$ cat config.mk
export PLATFORM = sky130hd
export DESIGN_NAME = fastpwm_timer
export DESIGN_NICKNAME = d
export VERILOG_FILES = /design/src/rtl/pwm_timer_pkg.sv /design/src/rtl/pwm_count.sv /design/src/rtl/pwm_pin_mux.sv /design/src/rtl/pwm_channel.sv /design/src/rtl/fastpwm_timer.sv
export SDC_FILE = /design/constraint.sdc
export NUM_CORES = 1
export LEC_CHECK = 0
export ABC_AREA = 1
export BUFFER_PORTS_ARGS = -buffer_cell sky130_fd_sc_hd__buf_2
export CORE_MARGIN = 5
export CORE_UTILIZATION = 56
export DETAILED_ROUTE_END_ITERATION = 7
export GPL_TIMING_DRIVEN = 0
export PLACE_DENSITY = 0.86
export SLEW_MARGIN = 20
export SYNTH_ARGS = -nofsm -noshare
export SYNTH_HDL_FRONTEND = slang
export SYNTH_SLANG_ARGS = --single-unit
export TNS_END_PERCENT = 30
$ cat constraint.sdc
create_clock -name clk_i -period 1.8 [get_ports clk_i]
set_clock_uncertainty 0.1 [all_clocks]
set_input_delay 0.36 -clock clk_i [delete_from_list [all_inputs] [get_ports clk_i]]
set_output_delay 0.36 -clock clk_i [all_outputs]
set_load 0.02 [all_outputs]
$ cat src/rtl/pwm_timer_pkg.sv
`timescale 1ns/1ps
package pwm_timer_pkg;

    // Output mode codes; the pin decode depends on these values.
    typedef enum logic [1:0] {
        CMP_OFF    = 2'd0,
        CMP_RSVD   = 2'd1,
        CMP_NONINV = 2'd2,
        CMP_INV    = 2'd3
    } cmp_mode_e;

endpackage

$ cat src/rtl/pwm_count.sv
`timescale 1ns/1ps
module pwm_count #(
    parameter int W = 8
) (
    input  logic         clk_i,
    input  logic         rst_ni,
    input  logic         tick_i,
    output logic [W-1:0] count_o,
    output logic         wrap_o
);
    localparam logic [W-1:0] TOP = '1;

    typedef struct packed {
        logic [W-1:0] cnt;
    } cnt_state_t;

    cnt_state_t s_d, s_q;

    always_comb begin
        s_d = s_q;
        if (tick_i) begin
            s_d.cnt = s_q.cnt + 1'b1;
        end
    end

    always_ff @(posedge clk_i or negedge rst_ni) begin
        if (!rst_ni) begin
            s_q.cnt <= '0;
        end else begin
            s_q <= s_d;
        end
    end

    assign count_o = s_q.cnt;
    assign wrap_o  = tick_i && (s_q.cnt == TOP);

endmodule

$ cat src/rtl/pwm_pin_mux.sv
`timescale 1ns/1ps
module pwm_pin_mux
    import pwm_timer_pkg::*;
(
    input  cmp_mode_e mode_i,
    input  logic      level_i,
    output logic      pin_o
);
    always_comb begin
        unique case (mode_i)
            CMP_NONINV: pin_o = level_i;
            CMP_INV:    pin_o = ~level_i;
            default:    pin_o = 1'b0;
        endcase
    end
endmodule

$ cat src/rtl/pwm_channel.sv
`timescale 1ns/1ps
module pwm_channel
    import pwm_timer_pkg::*;
#(
    parameter int W = 8
) (
    input  logic         clk_i,
    input  logic         rst_ni,
    input  logic         tick_i,
    input  logic [W-1:0] count_i,
    input  logic         wrap_i,
    input  logic         cmp_wr_i,
    input  logic [W-1:0] cmp_wdata_i,
    input  logic         mode_wr_i,
    input  logic [1:0]   mode_wdata_i,
    output logic         pwm_o,
    output logic         match_o,
    output logic [W-1:0] cmp_act_o,
    output logic [1:0]   mode_o
);
    typedef struct packed {
        logic [W-1:0] shadow;
        logic [W-1:0] active;
        cmp_mode_e    mode;
        logic         level;   // normal-polarity waveform level
    } ch_state_t;

    ch_state_t s_d, s_q;
    logic      hit;

    assign hit = (count_i == s_q.active);

    always_comb begin
        s_d = s_q;
        if (cmp_wr_i) begin
            s_d.shadow = cmp_wdata_i;
        end
        if (mode_wr_i) begin
            s_d.mode = cmp_mode_e'(mode_wdata_i);
        end
        if (wrap_i) begin
            // bottom of the next period: load new compare, raise level
            s_d.active = s_d.shadow;
            s_d.level  = 1'b1;
        end else if (tick_i && hit) begin
            s_d.level  = 1'b0;
        end
    end

    always_ff @(posedge clk_i or negedge rst_ni) begin
        if (!rst_ni) begin
            s_q.shadow <= '0;
            s_q.active <= '0;
            s_q.mode   <= CMP_OFF;
            s_q.level  <= 1'b1;
        end else begin
            s_q <= s_d;
        end
    end

    pwm_pin_mux u_mux (
        .mode_i  (s_q.mode),
        .level_i (s_q.level),
        .pin_o   (pwm_o)
    );

    assign match_o   = hit;
    assign cmp_act_o = s_q.active;
    assign mode_o    = s_q.mode;

endmodule

$ cat src/rtl/fastpwm_timer.sv
`timescale 1ns/1ps
module fastpwm_timer #(
    parameter int CNT_W  = 8,
    parameter int NUM_CH = 2
) (
    input  logic              clk_i,
    input  logic              rst_ni,
    input  logic              tick_i,
    input  logic [NUM_CH-1:0] cmp_wr_i,
    input  logic [CNT_W-1:0]  cmp_wdata_i,
    input  logic [NUM_CH-1:0] mode_wr_i,
    input  logic [1:0]        mode_wdata_i,
    output logic [CNT_W-1:0]  count_o,
    output logic [NUM_CH-1:0] match_o,
    output logic [NUM_CH-1:0] pwm_o
);
    localparam int ACT_W  = CNT_W * NUM_CH;
    localparam int MODE_W = 2 * NUM_CH;

    logic [CNT_W-1:0]  count;
    logic              wrap;
    logic [ACT_W-1:0]  act_flat;
    logic [MODE_W-1:0] mode_flat;

    pwm_count #(.W(CNT_W)) u_count (
        .clk_i   (clk_i),
        .rst_ni  (rst_ni),
        .tick_i  (tick_i),
        .count_o (count),
        .wrap_o  (wrap)
    );

    for (genvar c = 0; c < NUM_CH; c++) begin : g_ch
        pwm_channel #(.W(CNT_W)) u_ch (
            .clk_i        (clk_i),
            .rst_ni       (rst_ni),
            .tick_i       (tick_i),
            .count_i      (count),
            .wrap_i       (wrap),
            .cmp_wr_i     (cmp_wr_i[c]),
            .cmp_wdata_i  (cmp_wdata_i),
            .mode_wr_i    (mode_wr_i[c]),
            .mode_wdata_i (mode_wdata_i),
            .pwm_o        (pwm_o[c]),
            .match_o      (match_o[c]),
            .cmp_act_o    (act_flat[c*CNT_W +: CNT_W]),
            .mode_o       (mode_flat[2*c +: 2])
        );
    end

    assign count_o = count;

endmodule

**Yosys cells after proc, flatten, opt, wreduce, memory -nomap -nowiden**

Index checks and enable logic that the tools add are counted.

- Register bits: 46
- Input port bits: 17
- Output and inout bits: 12
- Logic and storage cells: 32

- Add/sub/neg operators: 1
- Equality and inequality tests: 7
- Muxes and demuxes: 8
- Bitwise logic cells: 2
- Reduce and logical (&&, ||, !) cells: 5

Operators with widths:

| operator | number |
|---|---|
| equality test 8 bit | 2 |
| 2-to-1 mux 8 bit | 2 |
| adder 8 x 1 -> 8 bit (second input constant) | 1 |
| equality test 2 bit (second input constant) | 4 |
| equality test 8 bit (second input constant) | 1 |
| 2-to-1 mux 1 bit | 4 |
| one-hot mux 1 bit (2 select lines) | 2 |
| nonzero test 2 bit | 2 |
| logical AND 1 bit | 3 |
| inverter 1 bit | 2 |

**Depth between registers and ports, before layout**

- Word-level depth: 4
- Mapped depth: 8
- Depth with buffers taken out: 8

**Cells and area by module**

A second synthesis with hierarchy kept.

- Cells, all modules: 249
- Area, all modules: 2359.8 sq um

Modules (own cells, without submodules):

| module | instances | cells each | area each (sq um) |
|---|---|---|---|
| pwm_channel | 2 | 99 | 968.4 |
| pwm_count | 1 | 43 | 392.9 |
| pwm_pin_mux | 2 | 4 | 15.0 |

**Worst setup path before layout**

No wires, ideal clock.

- Kind: reg2reg
- Start point: reg u_count.s_q (netlist bit u_count.count_o[0])
- End point: reg g_ch[0].u_ch.s_q (netlist bit g_ch[0].u_ch.cmp_act_o[0])
- Data arrival time: 1.533 ns
- Data required time: 1.574 ns
- Setup slack: 0.041 ns
- Stages on the path, launching flop included: 8
- Cells stage by stage: dfrtp_1 > ha_1 > inv_1 > nor3_2 > inv_2 > nor3_4 > buf_6 > o21ai_0

- Cells in the longest elaborated chain, start to end: 2

Ends and longest elaborated chain:

| item | RTL line | source |
|---|---|---|
| from (decl) | pwm_count.sv:17 | `cnt_state_t s_d, s_q;` |
| equality test 8 bit | pwm_count.sv:35 | `assign wrap_o = tick_i && (s_q.cnt == TOP);` |
| logical AND 1 bit | pwm_count.sv:35 |  |
| to (decl) | pwm_channel.sv:28 | `ch_state_t s_d, s_q;` |

No other way between the ends.
A chain may end at the register's enable or synchronous reset.

**Worst setup path after layout**

- Start point: reg u_count.s_q (netlist bit u_count.count_o[2])
- End point: out match_o[1]

- Cells in the longest elaborated chain, start to end: 1

Ends and longest elaborated chain:

| item | RTL line | source |
|---|---|---|
| equality test 8 bit | pwm_channel.sv:31 | `assign hit = (count_i == s_q.active);` |
| to (decl) | fastpwm_timer.sv:14 | `output logic [NUM_CH-1:0] match_o,` |

No other way between the ends.

==> impl_results.rst <==
.. list-table::
   :header-rows: 1

   * - Metric
     - Value
   * - Crit path max fanout
     - 4
   * - Antenna Diode Count
     - 0
   * - Worst hold-check path type
     - primary input to register
   * - Static Leakage
     - about 1.4 nW
   * - Initial antenna violation count
     - 0
   * - Total CTS buffers
     - 5
   * - Die extent in y
     - 71.3 um
   * - Antenna Violating Nets Remaining
     - 0
   * - Initial detailed-routing violation count
     - 207
   * - Arrival time at the worst endpoint
     - 1.55 ns
   * - Capturing point of the worst reg2reg path
     - g_ch[1].u_ch.cmp_act_o[5]
   * - Synthesized area per cell
     - 9.60 um^2
   * - Crit Reg-Reg Startpoint
     - u_count.count_o[0]
   * - Area share of the largest cell type after synthesis
     - between 50 and 60%
   * - TritonCTS clock tree
     - yes
   * - Wire length of the first global-routing pass
     - between 7000 and 8000 um
   * - Pre-Repair DR Iteration Count
     - 4
   * - TritonCTS Sinks
     - 46
   * - Sequential area share after synthesis
     - a little over half
   * - Commonest non-fill, non-tap cells in the layout
     - nand2_1, dfrtp_1, nand2_2, mux2_2, buf_2
   * - Kind of launch point of the worst setup path
     - register
   * - Post-synthesis instance area
     - 2100 um^2
   * - Number of endpoints with negative hold slack in the final report
     - 0
   * - Maximum achievable frequency
     - roughly 0.5 GHz
   * - Pwr dens
     - around 1500 nW/um^2
   * - Master cell of the clock root buffer
     - clkbuf_8
   * - Overall overflow remaining after global route
     - 0
   * - Number of synthesized register bits
     - between 40 and 50
   * - Chip Width
     - a little over 70 um
   * - Area occupied by registers
     - about 1200 um^2
   * - Fin util
     - between 70% and 80%
   * - IO Pins
     - 29
   * - Worst voltage drop across the vdd grid
     - 0.874 mV
   * - Max-slew headroom at the worst pin
     - 61.7%
   * - Area growth from synthesis to final layout
     - 32.9%
   * - Setup Viol. Count Final
     - 7
   * - Syn_nets
     - between 200 and 250
   * - Initial standard-cell utilization of the core
     - roughly 57%
   * - Min setup slack post-route
     - -0.206 ns
   * - Leading cell types by total area after synthesis
     - dfrtp_1, nand2_1, mux2_2
   * - Minimum setup slack among reg-to-reg paths
     - -0.02 ns
   * - Clock transition at the register clock pins on the worst setup and hold paths after CTS
     - 0.09 ns
   * - Average detailed-routed wire length per instance
     - around 17 um
   * - Port-buffer cells
     - 25
   * - Level count of the clock H-tree
     - 2
   * - Warnings, synthesis
     - 0
   * - Total Die Area
     - ~5100 um^2
   * - Placement-stage cell area
     - roughly 2300 um^2
   * - Design Area, Final
     - between 2000 and 3000 um^2
   * - Vias in the first global route
     - roughly 1600
   * - Combined global-route utilization of all metal layers
     - a little under a fifth
   * - Total area of multi-input combinational cells
     - about 940 um^2
   * - Hold-critical path depth
     - 2
   * - Instance count of the mapped netlist
     - approximately 220
   * - GP Congestion
     - approximately 0.76
   * - Worst Reg-to-Reg Cells
     - 10
   * - Cell accounting for the most synthesized area
     - dfrtp_1
   * - CP Class
     - register to output pin
   * - Unrepaired setup endpoints after global routing
     - yes
   * - Hold endpoint
     - g_ch[1].u_ch.mode_o[1]
   * - Clk Latency, worst-skew pair
     - 0.31 ns
   * - Minimum period implied by the final worst setup slack
     - 2.01 ns
   * - Outcome
     - complete, but fails checks
   * - Failing checks
     - setup timing
   * - Total Nets Final
     - 289
   * - Element type at the critical path end
     - output pin
   * - Maximum number of pins on one net before global-route repair
     - 47
   * - Number of max-slew violations in the final report
     - 0
   * - Vias after detailed routing
     - between 1500 and 2000
   * - Number of distinct standard cells referenced by the synthesized netlist
     - 22
   * - Most frequent standard cell in the layout excluding fill and tap cells
     - nand2_1
   * - Reported max-cap violation count
     - 0
   * - DR vias/cell
     - 5.39
   * - DP Wirelength
     - between 2000 and 3000 um
   * - Actual transition at the worst max-transition pin
     - around 0.57 ns
   * - Data required time of the critical path
     - between 1 and 1.5 ns
   * - Post-detailed-routing wire length
     - about 5400 um
   * - Max clock buf depth
     - 2
   * - # fillers
     - between 200 and 250
   * - Launch point of the worst hold path
     - mode_wdata_i[1]
   * - Post-route fraction of the period consumed by the critical path
     - 111%
   * - Core Area
     - around 3700 um^2
   * - # DRC
     - 0
   * - Fraction of final layout cells sized beyond drive strength 1
     - between 40% and 50%
   * - Number of standard-cell rows in the floorplan
     - 22
-- area by class of cell --
cell class	instances	area share, %
Sequential cell	46	41.6
Multi-Input combinational cell	140	33.5
Timing Repair Buffer	49	14.0
Inverter	22	3.05
Clock buffer	7	2.73
Tap cell	48	2.15
Buffer	7	1.93
Clock inverter	1	1.07
-- how the worst max path moves through the flow --
stage                                   from                        end  slack (ns)  cells after the start
after floorplan           u_count.count_o[0]  g_ch[0].u_ch.cmp_act_o[0]        0.04                      7
after global placement    u_count.count_o[0]  g_ch[0].u_ch.cmp_act_o[3]       -0.04                      8
final                     u_count.count_o[2]                 match_o[1]       -0.21                      5
after CTS                 u_count.count_o[4]                 match_o[0]       -0.07                      7
after global routing      u_count.count_o[2]                 match_o[1]       -0.24                      5
after detailed placement  u_count.count_o[0]  g_ch[0].u_ch.cmp_act_o[6]       -0.10                      8
-- layer usage --
layer / GRT usage (%) / part of all wire [%] / up-vias
li1: - / - / 786
met1: 22.7 / 37 / 854
met2: 31.7 / 55 / 71
met3: 6.31 / 6.5 / 14
met4: 4.38 / 2.0 / 0
met5: 0 / 0 / -
-- where the power goes --
group	leakage, nW	switching, mW	internal, mW	total [mW]
clock network	0.0524	0.336	0.416	0.752
logic	0.769	1.07	0.851	1.92
registers	0.535	0.289	1.36	1.65
total	1.36	1.70	2.63	4.32
-- cell usage after synthesis, drive strengths merged --
| library cell | count |
|---|---|
| nand2 | 76 |
| dfrtp | 44 |
| inv | 22 |
| mux2 | 20 |
| o21ai | 15 |
| buf | 7 |
| xnor2 | 7 |
| nor2 | 6 |
| clkbuf | 4 |
| nand3 | 4 |
| xor2 | 4 |
| a21oi | 2 |
| and2 | 2 |
| dfstp | 2 |
| nor3 | 2 |
| ha | 1 |
| nand4 | 1 |
-- flip-flops by register name (all words and copies together) (netlist names) --
name,count
g_ch.u_ch.mode_o,4
g_ch.u_ch.s_q,18
g_ch.u_ch.cmp_act_o,16
u_count.count_o,8
-- through the flow --
stage	setup WS (ns)	setup TNS, ns	power, mW	std cells	hold slack, ns
global route	-0.239	-1.52	4.56	320	0.203
finish	-0.206	-0.364	4.32	320	0.212
global placement	-0.0433	-0.569	2.72	292	0.361
CTS	-0.0708	-0.131	3.78	311	0.145
detailed placement	-0.104	-1.40	2.79	292	0.362
floorplan	0.0408	0	2.43	219	-0.0356
-- critical path: stages, from the launching register on --
cell and delay, ns:
dfrtp_2 0.45, xnor2_1 0.25, nand2_1 0.14, nor2_4 0.14, and2_4 0.15, buf_6 0.11
-- cells by family (layout without fill, tap and decap cells) --
| group | Yosys count | after routing | synth area share [%] |
|---|---|---|---|
| XOR/XNOR | 11 | 11 | 4.58 |
| AO/OA/AOI/OAI | 17 | 17 | 4.05 |
| buffers and inverters | 33 | 86 | 7.44 |
| adder cells (fa/ha/maj) | 1 | 1 | 0.595 |
| AND/OR/NAND/NOR | 91 | 91 | 17.7 |
| flip-flops | 46 | 46 | 54.9 |
| multiplexers | 20 | 20 | 10.7 |
-- timing repair --
item / CTS / global route
setup endpoints to repair: 20 / 22
pin swaps: 10 / 19
cloned: 0 / 2
resized for setup: 19 / 66
hold buffers: 0 / 1
setup buffers: 15 / 6
endpoints found under the hold margin: 0 / 2
Note: power is estimated with default switching activity, not from simulation.
